==> config.mk <==
export PLATFORM = sky130hd
export DESIGN_NAME = spike_cand_arbiter
export DESIGN_NICKNAME = d
export VERILOG_FILES = /design/src/rtl/spike_cand_arbiter_pkg.sv /design/src/rtl/spike_cand_arb_ctrl.sv /design/src/rtl/spike_cand_arb_datapath.sv /design/src/rtl/spike_cand_arbiter.sv
export SDC_FILE = /design/constraint.sdc
export NUM_CORES = 1
export LEC_CHECK = 0
export ABC_AREA = 1
export CAP_MARGIN = 20
export CORE_MARGIN = 5
export CORE_UTILIZATION = 40
export DETAILED_ROUTE_END_ITERATION = 16
export DONT_BUFFER_PORTS = 1
export SKIP_LAST_GASP = 1
export SYNTH_ARGS = -nofsm -noshare
export SYNTH_HDL_FRONTEND = slang
export SYNTH_SLANG_ARGS = --single-unit
==> constraint.sdc <==
create_clock -name clk -period 7.5 [get_ports clk]
set_input_delay 0.375 -clock clk [delete_from_list [all_inputs] [get_ports clk]]
set_output_delay 0.375 -clock clk [all_outputs]
set_load 0.05 [all_outputs]
==> src/rtl/spike_cand_arbiter_pkg.sv <==
package spike_cand_arbiter_pkg;
  localparam int NUM_REQ   = 16;
  localparam int SAMPLES   = 32;
  localparam int WORD_W    = 8;
  localparam int PE_CH_W   = 3;
  localparam int NUM_SLOTS = 4;
  localparam int REQ_W     = $clog2(NUM_REQ);
  localparam int SLOT_W    = $clog2(NUM_SLOTS);
  localparam int WORDS     = SAMPLES + 1;
  localparam int WCNT_W    = $clog2(WORDS);
  localparam int SIDX_W    = $clog2(SAMPLES);
  localparam int ADDR_W    = SLOT_W + WCNT_W;

  typedef struct packed {
    logic              wrEn;
    logic [WCNT_W-1:0] wordIdx;
    logic [REQ_W-1:0]  owner;
    logic [SLOT_W-1:0] slot;
  } dpCtl_t;
endpackage

==> src/rtl/spike_cand_arb_ctrl.sv <==
module spike_cand_arb_ctrl
  import spike_cand_arbiter_pkg::*;
(
  input  logic                 clk,
  input  logic                 rstN,
  input  logic [NUM_REQ-1:0]   reqVec,
  input  logic                 ackValid,
  input  logic [SLOT_W-1:0]    ackSlot,
  output logic [NUM_REQ-1:0]   grantVec,
  output logic                 trigPulse,
  output logic [SLOT_W-1:0]    trigSlot,
  output dpCtl_t               dpCtl
);
  typedef enum logic {S_IDLE, S_XFER} state_t;

  state_t              state;
  logic [REQ_W-1:0]    rrPtr;
  logic [REQ_W-1:0]    owner;
  logic [SLOT_W-1:0]   slot;
  logic [WCNT_W-1:0]   wordCnt;
  logic [NUM_SLOTS-1:0] slotBusy;

  logic [NUM_SLOTS-1:0] ackMask;
  logic [NUM_SLOTS-1:0] busyEff;
  logic [NUM_SLOTS-1:0] allocMask;
  logic [REQ_W-1:0]     winIdx;
  logic [REQ_W-1:0]     cand;
  logic                 found;
  logic [SLOT_W-1:0]    freeSlot;
  logic                 anyFree;
  logic                 start;
  logic                 lastWord;

  always_comb begin
    ackMask = '0;
    if (ackValid) ackMask[ackSlot] = 1'b1;
    busyEff = slotBusy & ~ackMask;
  end

  // round-robin scan starting at the pointer
  always_comb begin
    found  = 1'b0;
    winIdx = '0;
    cand   = '0;
    for (int i = 0; i < NUM_REQ; i++) begin
      cand = rrPtr + REQ_W'(i);
      if (!found && reqVec[cand]) begin
        found  = 1'b1;
        winIdx = cand;
      end
    end
  end

  // lowest free slot
  always_comb begin
    freeSlot = '0;
    for (int s = NUM_SLOTS - 1; s >= 0; s--)
      if (!busyEff[s]) freeSlot = SLOT_W'(s);
    anyFree = ~&busyEff;
  end

  assign start    = (state == S_IDLE) && found && anyFree;
  assign lastWord = (state == S_XFER) && (wordCnt == WCNT_W'(WORDS - 1));

  always_comb begin
    allocMask = '0;
    if (start) allocMask[freeSlot] = 1'b1;
  end

  always_ff @(posedge clk) begin
    if (!rstN) begin
      state     <= S_IDLE;
      rrPtr     <= '0;
      owner     <= '0;
      slot      <= '0;
      wordCnt   <= '0;
      slotBusy  <= '0;
      trigPulse <= 1'b0;
      trigSlot  <= '0;
    end else begin
      trigPulse <= 1'b0;
      slotBusy  <= busyEff | allocMask;
      case (state)
        S_IDLE: if (start) begin
          state   <= S_XFER;
          owner   <= winIdx;
          slot    <= freeSlot;
          wordCnt <= '0;
        end
        S_XFER: begin
          wordCnt <= wordCnt + 1'b1;
          if (lastWord) begin
            state     <= S_IDLE;
            rrPtr     <= owner + 1'b1;
            trigPulse <= 1'b1;
            trigSlot  <= slot;
          end
        end
        default: state <= S_IDLE;
      endcase
    end
  end

  always_comb begin
    grantVec = '0;
    if (state == S_XFER) grantVec[owner] = 1'b1;
    dpCtl.wrEn    = (state == S_XFER);
    dpCtl.wordIdx = wordCnt;
    dpCtl.owner   = owner;
    dpCtl.slot    = slot;
  end

  // at most one grant at any time
  a_r2_grant_onehot: assert property (@(posedge clk) disable iff (!rstN)
    $onehot0(grantVec));

  // grant held until the transfer ends
  a_r2_grant_held: assert property (@(posedge clk) disable iff (!rstN)
    (grantVec != '0 && !lastWord) |=> $stable(grantVec));

  // trigger follows the last word and lasts one cycle
  a_r7_trig_after_last: assert property (@(posedge clk) disable iff (!rstN)
    lastWord |=> (trigPulse && grantVec == '0));
  a_r7_trig_single: assert property (@(posedge clk) disable iff (!rstN)
    trigPulse |=> !trigPulse);

  // no grant while every slot is occupied and none is returned
  a_r8_no_grant_full: assert property (@(posedge clk) disable iff (!rstN)
    (grantVec == '0 && &slotBusy && !ackValid) |=> grantVec == '0);
endmodule

==> src/rtl/spike_cand_arb_datapath.sv <==
module spike_cand_arb_datapath
  import spike_cand_arbiter_pkg::*;
(
  input  logic                         clk,
  input  logic                         rstN,
  input  dpCtl_t                       dpCtl,
  input  logic [NUM_REQ*PE_CH_W-1:0]   peChan,
  input  logic [NUM_REQ*WORD_W-1:0]    peSample,
  output logic [SIDX_W-1:0]            sampleIdx,
  output logic                         bufWrEn,
  output logic [ADDR_W-1:0]            bufWrAddr,
  output logic [WORD_W-1:0]            bufWrData
);
  logic [PE_CH_W-1:0] chanArr [NUM_REQ];
  logic [WORD_W-1:0]  sampArr [NUM_REQ];

  for (genvar g = 0; g < NUM_REQ; g++) begin : g_unpack
    assign chanArr[g] = peChan[g*PE_CH_W +: PE_CH_W];
    assign sampArr[g] = peSample[g*WORD_W +: WORD_W];
  end

  logic              isHdr;
  logic [WORD_W-1:0] hdrWord;

  assign isHdr     = (dpCtl.wordIdx == '0);
  assign hdrWord   = WORD_W'({dpCtl.owner, chanArr[dpCtl.owner]});
  assign sampleIdx = isHdr ? '0 : SIDX_W'(dpCtl.wordIdx - 1'b1);
  assign bufWrEn   = dpCtl.wrEn;
  assign bufWrAddr = {dpCtl.slot, dpCtl.wordIdx};
  assign bufWrData = isHdr ? hdrWord : sampArr[dpCtl.owner];

  // consecutive writes of one transfer step the address by one
  a_r6_addr_step: assert property (@(posedge clk) disable iff (!rstN)
    (bufWrEn && $past(bufWrEn) && !isHdr) |-> bufWrAddr == $past(bufWrAddr) + 1'b1);

  // the header has its unused top bits clear
  a_r4_hdr_top_clear: assert property (@(posedge clk) disable iff (!rstN)
    (bufWrEn && isHdr) |-> (bufWrData >> (REQ_W + PE_CH_W)) == '0);
endmodule

==> src/rtl/spike_cand_arbiter.sv <==
module spike_cand_arbiter
  import spike_cand_arbiter_pkg::*;
(
  input  logic                        clk,
  input  logic                        rstN,
  input  logic [NUM_REQ-1:0]          reqVec,
  input  logic [NUM_REQ*PE_CH_W-1:0]  peChan,
  input  logic [NUM_REQ*WORD_W-1:0]   peSample,
  input  logic                        ackValid,
  input  logic [SLOT_W-1:0]           ackSlot,
  output logic [NUM_REQ-1:0]          grantVec,
  output logic [SIDX_W-1:0]           sampleIdx,
  output logic                        bufWrEn,
  output logic [ADDR_W-1:0]           bufWrAddr,
  output logic [WORD_W-1:0]           bufWrData,
  output logic                        trigPulse,
  output logic [SLOT_W-1:0]           trigSlot
);
  dpCtl_t dpCtl;

  spike_cand_arb_ctrl u_ctrl (
    .clk(clk), .rstN(rstN), .reqVec(reqVec), .ackValid(ackValid),
    .ackSlot(ackSlot), .grantVec(grantVec), .trigPulse(trigPulse),
    .trigSlot(trigSlot), .dpCtl(dpCtl)
  );

  spike_cand_arb_datapath u_dp (
    .clk(clk), .rstN(rstN), .dpCtl(dpCtl), .peChan(peChan),
    .peSample(peSample), .sampleIdx(sampleIdx), .bufWrEn(bufWrEn),
    .bufWrAddr(bufWrAddr), .bufWrData(bufWrData)
  );
endmodule

-- Word-level counts from Yosys, hierarchy flattened
Index checks and enable logic that the tools add are counted.
- bits in registers: 24
- input port bits: 197
- order comparisons: 23
- muxes and demuxes: 91
- equality and inequality tests: 2
- bitwise operators: 5
- $add $sub $neg: 18
- reductions and logical operators: 42
- operator list (operator ; count):
    $lt 4x5->1 const B ; 17
    $mux 4 ; 18
    $bmux 1 s4 ; 16
    $mux 1 ; 38
    $add 4x4->4 const B ; 8
    $bmux 8 s4 ; 1
    $mux 8 ; 3
    $logic_and 1x1->1 ; 21
    $add 4x3->4 const B ; 4
    $logic_not 1->1 ; 16
    $mux 16 ; 1
    $bmux 3 s4 ; 1
    $pmux 6 s2 ; 1
    $add 4x1->4 const B ; 2
    $add 4x2->4 const B ; 2
    $mux 2 ; 4
    $add 6x1->6 const B ; 1
    $eq 6x6->1 const B ; 1
    $logic_not 6->1 ; 1
    $lt 2x3->1 const B ; 2
    $mux 3 ; 2
    $mux 6 ; 1
    $reduce_and 2->1 ; 3
    $ge 5x5->1 const B ; 1
    14 further kinds ; 16

-- Logic depth before layout (Yosys ltp)
- depth in word-level cells: 52
- mapped depth: 25
- gate-level depth less buffers: 24

-- Hierarchy
Synthesis repeated with hierarchy kept, for this count alone.
- cells, all modules: 1015
- area total of the unflattened synthesis: 5131.2 um^2
- modules (own cells, without submodules) (module ; times used ; seq. area each (um^2) ; cells each ; area an instance (um^2)):
    spike_cand_arb_ctrl ; 1 ; 480.5 ; 520 ; 2965.3
    spike_cand_arb_datapath ; 1 ; 0.0 ; 495 ; 2165.8

-- Worst setup path before layout
OpenSTA, ideal clock, no wires.
- path kind: register to register
- from: register u_ctrl.rrPtr[1]
- to: register u_ctrl.owner[3]
- period minus slack after synthesis: 3.136 ns
- arrival: 3.019 ns
- setup slack: 4.364 ns
- buffers on the path: 2
- setup time: 0.117 ns
- stages on the path, launching flop included: 20
- data required time: 7.383 ns
- path through: dfxtp_1 > inv_1 > buf_2 > ha_1 > buf_1 > nand3_1 > nand3_1 > nand3_1 > nand2_1 > nand4_4 > nor2_4 > nand4_2 > nor2_4 > nand4_4 > nor2_8 > nand4_4 > nand3_4 > inv_1 > o21ai_0 > nor2_1
- longest elaborated chain between the ends: 51
- elaborated cells between the ends (all ways): 112
- those cells by class: add/sub: 15; mux: 64; reduce/logical: 33
- RTL lines (element ; line ; text):
    start, declared ; spike_cand_arb_ctrl.sv:17 ; logic [REQ_W-1:0] rrPtr;
    start signal, assigned ; spike_cand_arb_ctrl.sv:94 ; rrPtr <= owner + 1'b1;
    branches (longest 51 deep; another with $add 4x1->4) ; - ;
    end signal, assigned ; spike_cand_arb_ctrl.sv:86 ; owner <= winIdx;
    end, declared ; spike_cand_arb_ctrl.sv:18 ; logic [REQ_W-1:0] owner;
Parallel ways; which one is timed is not known. The select of a mux whose other input is x is not followed.
A chain may end at the register's enable or synchronous reset.

-- Worst setup path after layout
Ends and elaborated chain as after synthesis.

==> impl_metrics.tcl <==
set metrics [dict create \
    worst_pin_slew_ns 1.17 \
    fp.dieW_um 116 \
    power_density_nw_per_um2 119 \
    p_sw_share_pct 44.2 \
    viasPerCell 5.99 \
    yosysUniqueCellTypes 43 \
    netlist_area_um2 4500 \
    status "complete, no violations" \
    cp-end-kind "flop" \
    wl_per_cell_um 18.0 \
    post-route-period-util_pct 56.8 \
    vdd_drop_max_uv 76.6 \
    dr.pass1.iters 5 \
    ys.flop_type "dfxtp_1" \
    finalSetupTns_ns 0 \
    post_cts_buffers 0 \
    path_max_fanout 17 \
    grt_pass1_wl_um 25600 \
    internal_power_uw 305 \
    grt_overflow 0 \
    grt_max_degree 93 \
    die_area_um2 13500 \
    hold_path.class "input port to flop" \
    antenna_cells 0 \
    cts.path.max_buffers 2 \
    seq_area_frac_synth_pct 10.7 \
    cts_resized 0 \
    synth.avg_cell_area_um2 5.31 \
    fillers 1246 \
    max_freq_mhz 235 \
    crit_arrival_ns 4.42 \
    syn_inst 847 \
    hold_buffers 0 \
    nNetsFinal 1016 \
    io_pins 238 \
    pwr-share-seq_pct 26.1 \
    antenna_found_initial 0 \
    synth-seq-cells 24 \
    yosys.area.top_type "nand2_1" \
    rows 38 \
    switchingPower_uw 242 \
    rsz0062_at_grt "no" \
    async_flop_share_pct 0 \
    initial_core_util_pct 41.1 \
    cts_tree "yes" \
    drt_wl_total_um 17000 \
    drv_slew 0 \
    power_uw 546 \
    clockRootBuffer "clkbuf_16" \
    cts_inserted_buffers 3 \
    hpwl_um 13600 \
    synth.area.top_cells "nand2_1 14%, nor2_1 14%, o21ai_0 12%" \
    grt_usage_pct 23.5 \
    startpoint_type "flop" \
    die_h_um 116 \
    clkPwrFrac_pct 28.3 \
    skew_ns 0.00521 \
    drv_cap 0 \
    ys_warn_count 0 \
    clock_sinks 24 \
    period_minus_slack_ns 4.26 \
    drc 0 \
    clock_latency_ns 0.26 \
    cp.required_ns 7.66 \
    core-area_um2 10900 \
    post-synth-top-area-fraction_pct 13.9 \
    p_leak_uw 0.00200 \
    io_buffers 0 \
    r2r_slack_ns 3.24 \
    cts.clk_slew.worst_paths_ns 0.07 \
    syn_to_final_growth_pct 2.00 \
    gp_congestion 0.954 \
    timing.final.setup_violations 0 \
    p_comb_share_pct 45.6 \
    layout-drive-gt1-share_pct 4.47 \
    fin_util_pct 42.0 \
    grt_pass1_vias 5110 \
    drt_iter0_drc 468 \
    hold_viol_final 0 \
    slew_headroom_pct 22.5 \
    htreeDepth 1 \
    synth_edf_count 0 \
    vias 5664 \
    path_class "flop to flop" \
    synth_fp_nets 1057 \
    detail-route-antenna-nets 0 \
]
[worst max-delay path, cell delays in order (launching register included)]
cell	delay, ns
dfxtp_1	0.68
inv_1	0.46
ha_1	0.58
inv_1	0.34
nand3_1	0.15
nand3_1	0.10
o21ai_0	0.14
o21ai_1	0.40
nand4_2	0.19
nor2_4	0.19
nand4_4	0.14
nor2_8	0.17
nand4_4	0.11
nand3_4	0.18
inv_1	0.12
o21ai_0	0.16
nor2_1	0.06
[cells in the mapped netlist, types with 3 or more instances]
master and number:
nand2_1 166, nor2_1 162, o21ai_0 108, nand3_1 104
inv_1 60, o22ai_1 42, a21oi_1 38, clkbuf_1 35
dfxtp_1 24, ha_1 13, nand4_1 12, buf_4 11
xor2_1 10, nor3_1 7, buf_2 4, inv_2 4
a211oi_1 3, a221oi_1 3, buf_1 3, nand4_4 3
o21a_1 3
[logic make-up (layout without fill, tap and decap cells)]
| kind of cell | Yosys count | after routing | share of synthesized area, % |
|---|---|---|---|
| compound gates | 210 | 210 | 25.9 |
| xor+xnor | 12 | 12 | 2.50 |
| fa+ha+maj | 13 | 13 | 3.62 |
| buf+inv | 121 | 79 | 11.5 |
| flops | 24 | 24 | 10.7 |
| simple gates | 467 | 467 | 45.8 |
[stage by stage]
| step | setup WS [ns] | instances | instance area, um2 | hold slack (ns) |
|---|---|---|---|---|
| floorplan | 4.36 | 847 | 4500 | 0.457 |
| CTS | 3.27 | 943 | 4570 | 0.231 |
| detailed placement | 3.30 | 939 | 4460 | 0.497 |
| global placement | 3.42 | 939 | 4460 | 0.500 |
| global route | 2.82 | 945 | 4590 | 0.229 |
| finish | 3.24 | 945 | 4590 | 0.232 |
[registers in the layout, indices dropped and copies added, names as in the netlist]
| name | cells |
|---|---|
| u_ctrl.slotBusy | 4 |
| u_ctrl.rrPtr | 4 |
| u_ctrl.wordCnt | 6 |
| u_ctrl.slot | 2 |
| u_ctrl.trigSlot | 2 |
| u_ctrl.trigPulse | 1 |
| u_ctrl.state | 1 |
| u_ctrl.owner | 4 |
[routing by layer]
layer	GRT usage (%)	share of wire, %	vias to the layer above
met5	0	0	-
li1	-	-	2783
met4	7.50	3.6	0
met3	2.35	7.0	38
met2	41.3	49	282
met1	30.2	40	2561
[power groups by stage]
stage / clock network (uW) / registers [uW] / logic, uW
after floorplan: 0 / 139 / 207
after global placement: 0 / 146 / 243
after detailed placement: 0 / 146 / 244
after CTS: 156 / 143 / 245
after global routing: 162 / 143 / 275
final: 155 / 143 / 249
[layout by cell type, fill, tap and decap left out, drive strengths merged, types with 8 or more instances in the layout]
master / Yosys / routed
o21ai: 110 / 110
dfxtp: 24 / 24
nand3: 105 / 105
xor2: 11 / 11
inv: 64 / 64
nor2: 165 / 165
buf: 20 / 9
nand4: 17 / 17
o22ai: 42 / 42
nand2: 167 / 167
ha: 13 / 13
a21oi: 39 / 39
nor3: 8 / 8
[worst paths after layout]
path                                            to  cells past startpoint          startpoint
worst min-delay path            u_ctrl.slotBusy[2]                      1                rstN
worst max-delay path               u_ctrl.owner[3]                     16     u_ctrl.rrPtr[1]
worst min register to register  u_ctrl.slotBusy[3]                      2  u_ctrl.slotBusy[3]
worst max register to register     u_ctrl.owner[3]                     16     u_ctrl.rrPtr[1]
[final cells by class]
cell class | count | area [um2] | area share [%]
Timing Repair Buffer | 9 | 71.3 | 1.55
Sequential cell | 24 | 482 | 10.5
Multi-Input combinational cell | 702 | 3510 | 76.4
Inverter | 66 | 248 | 5.40
Tap cell | 140 | 175 | 3.82
Clock buffer | 3 | 75.1 | 1.64
Clock inverter | 1 | 30.0 | 0.654
Note: power is estimated with default switching activity, not from simulation.
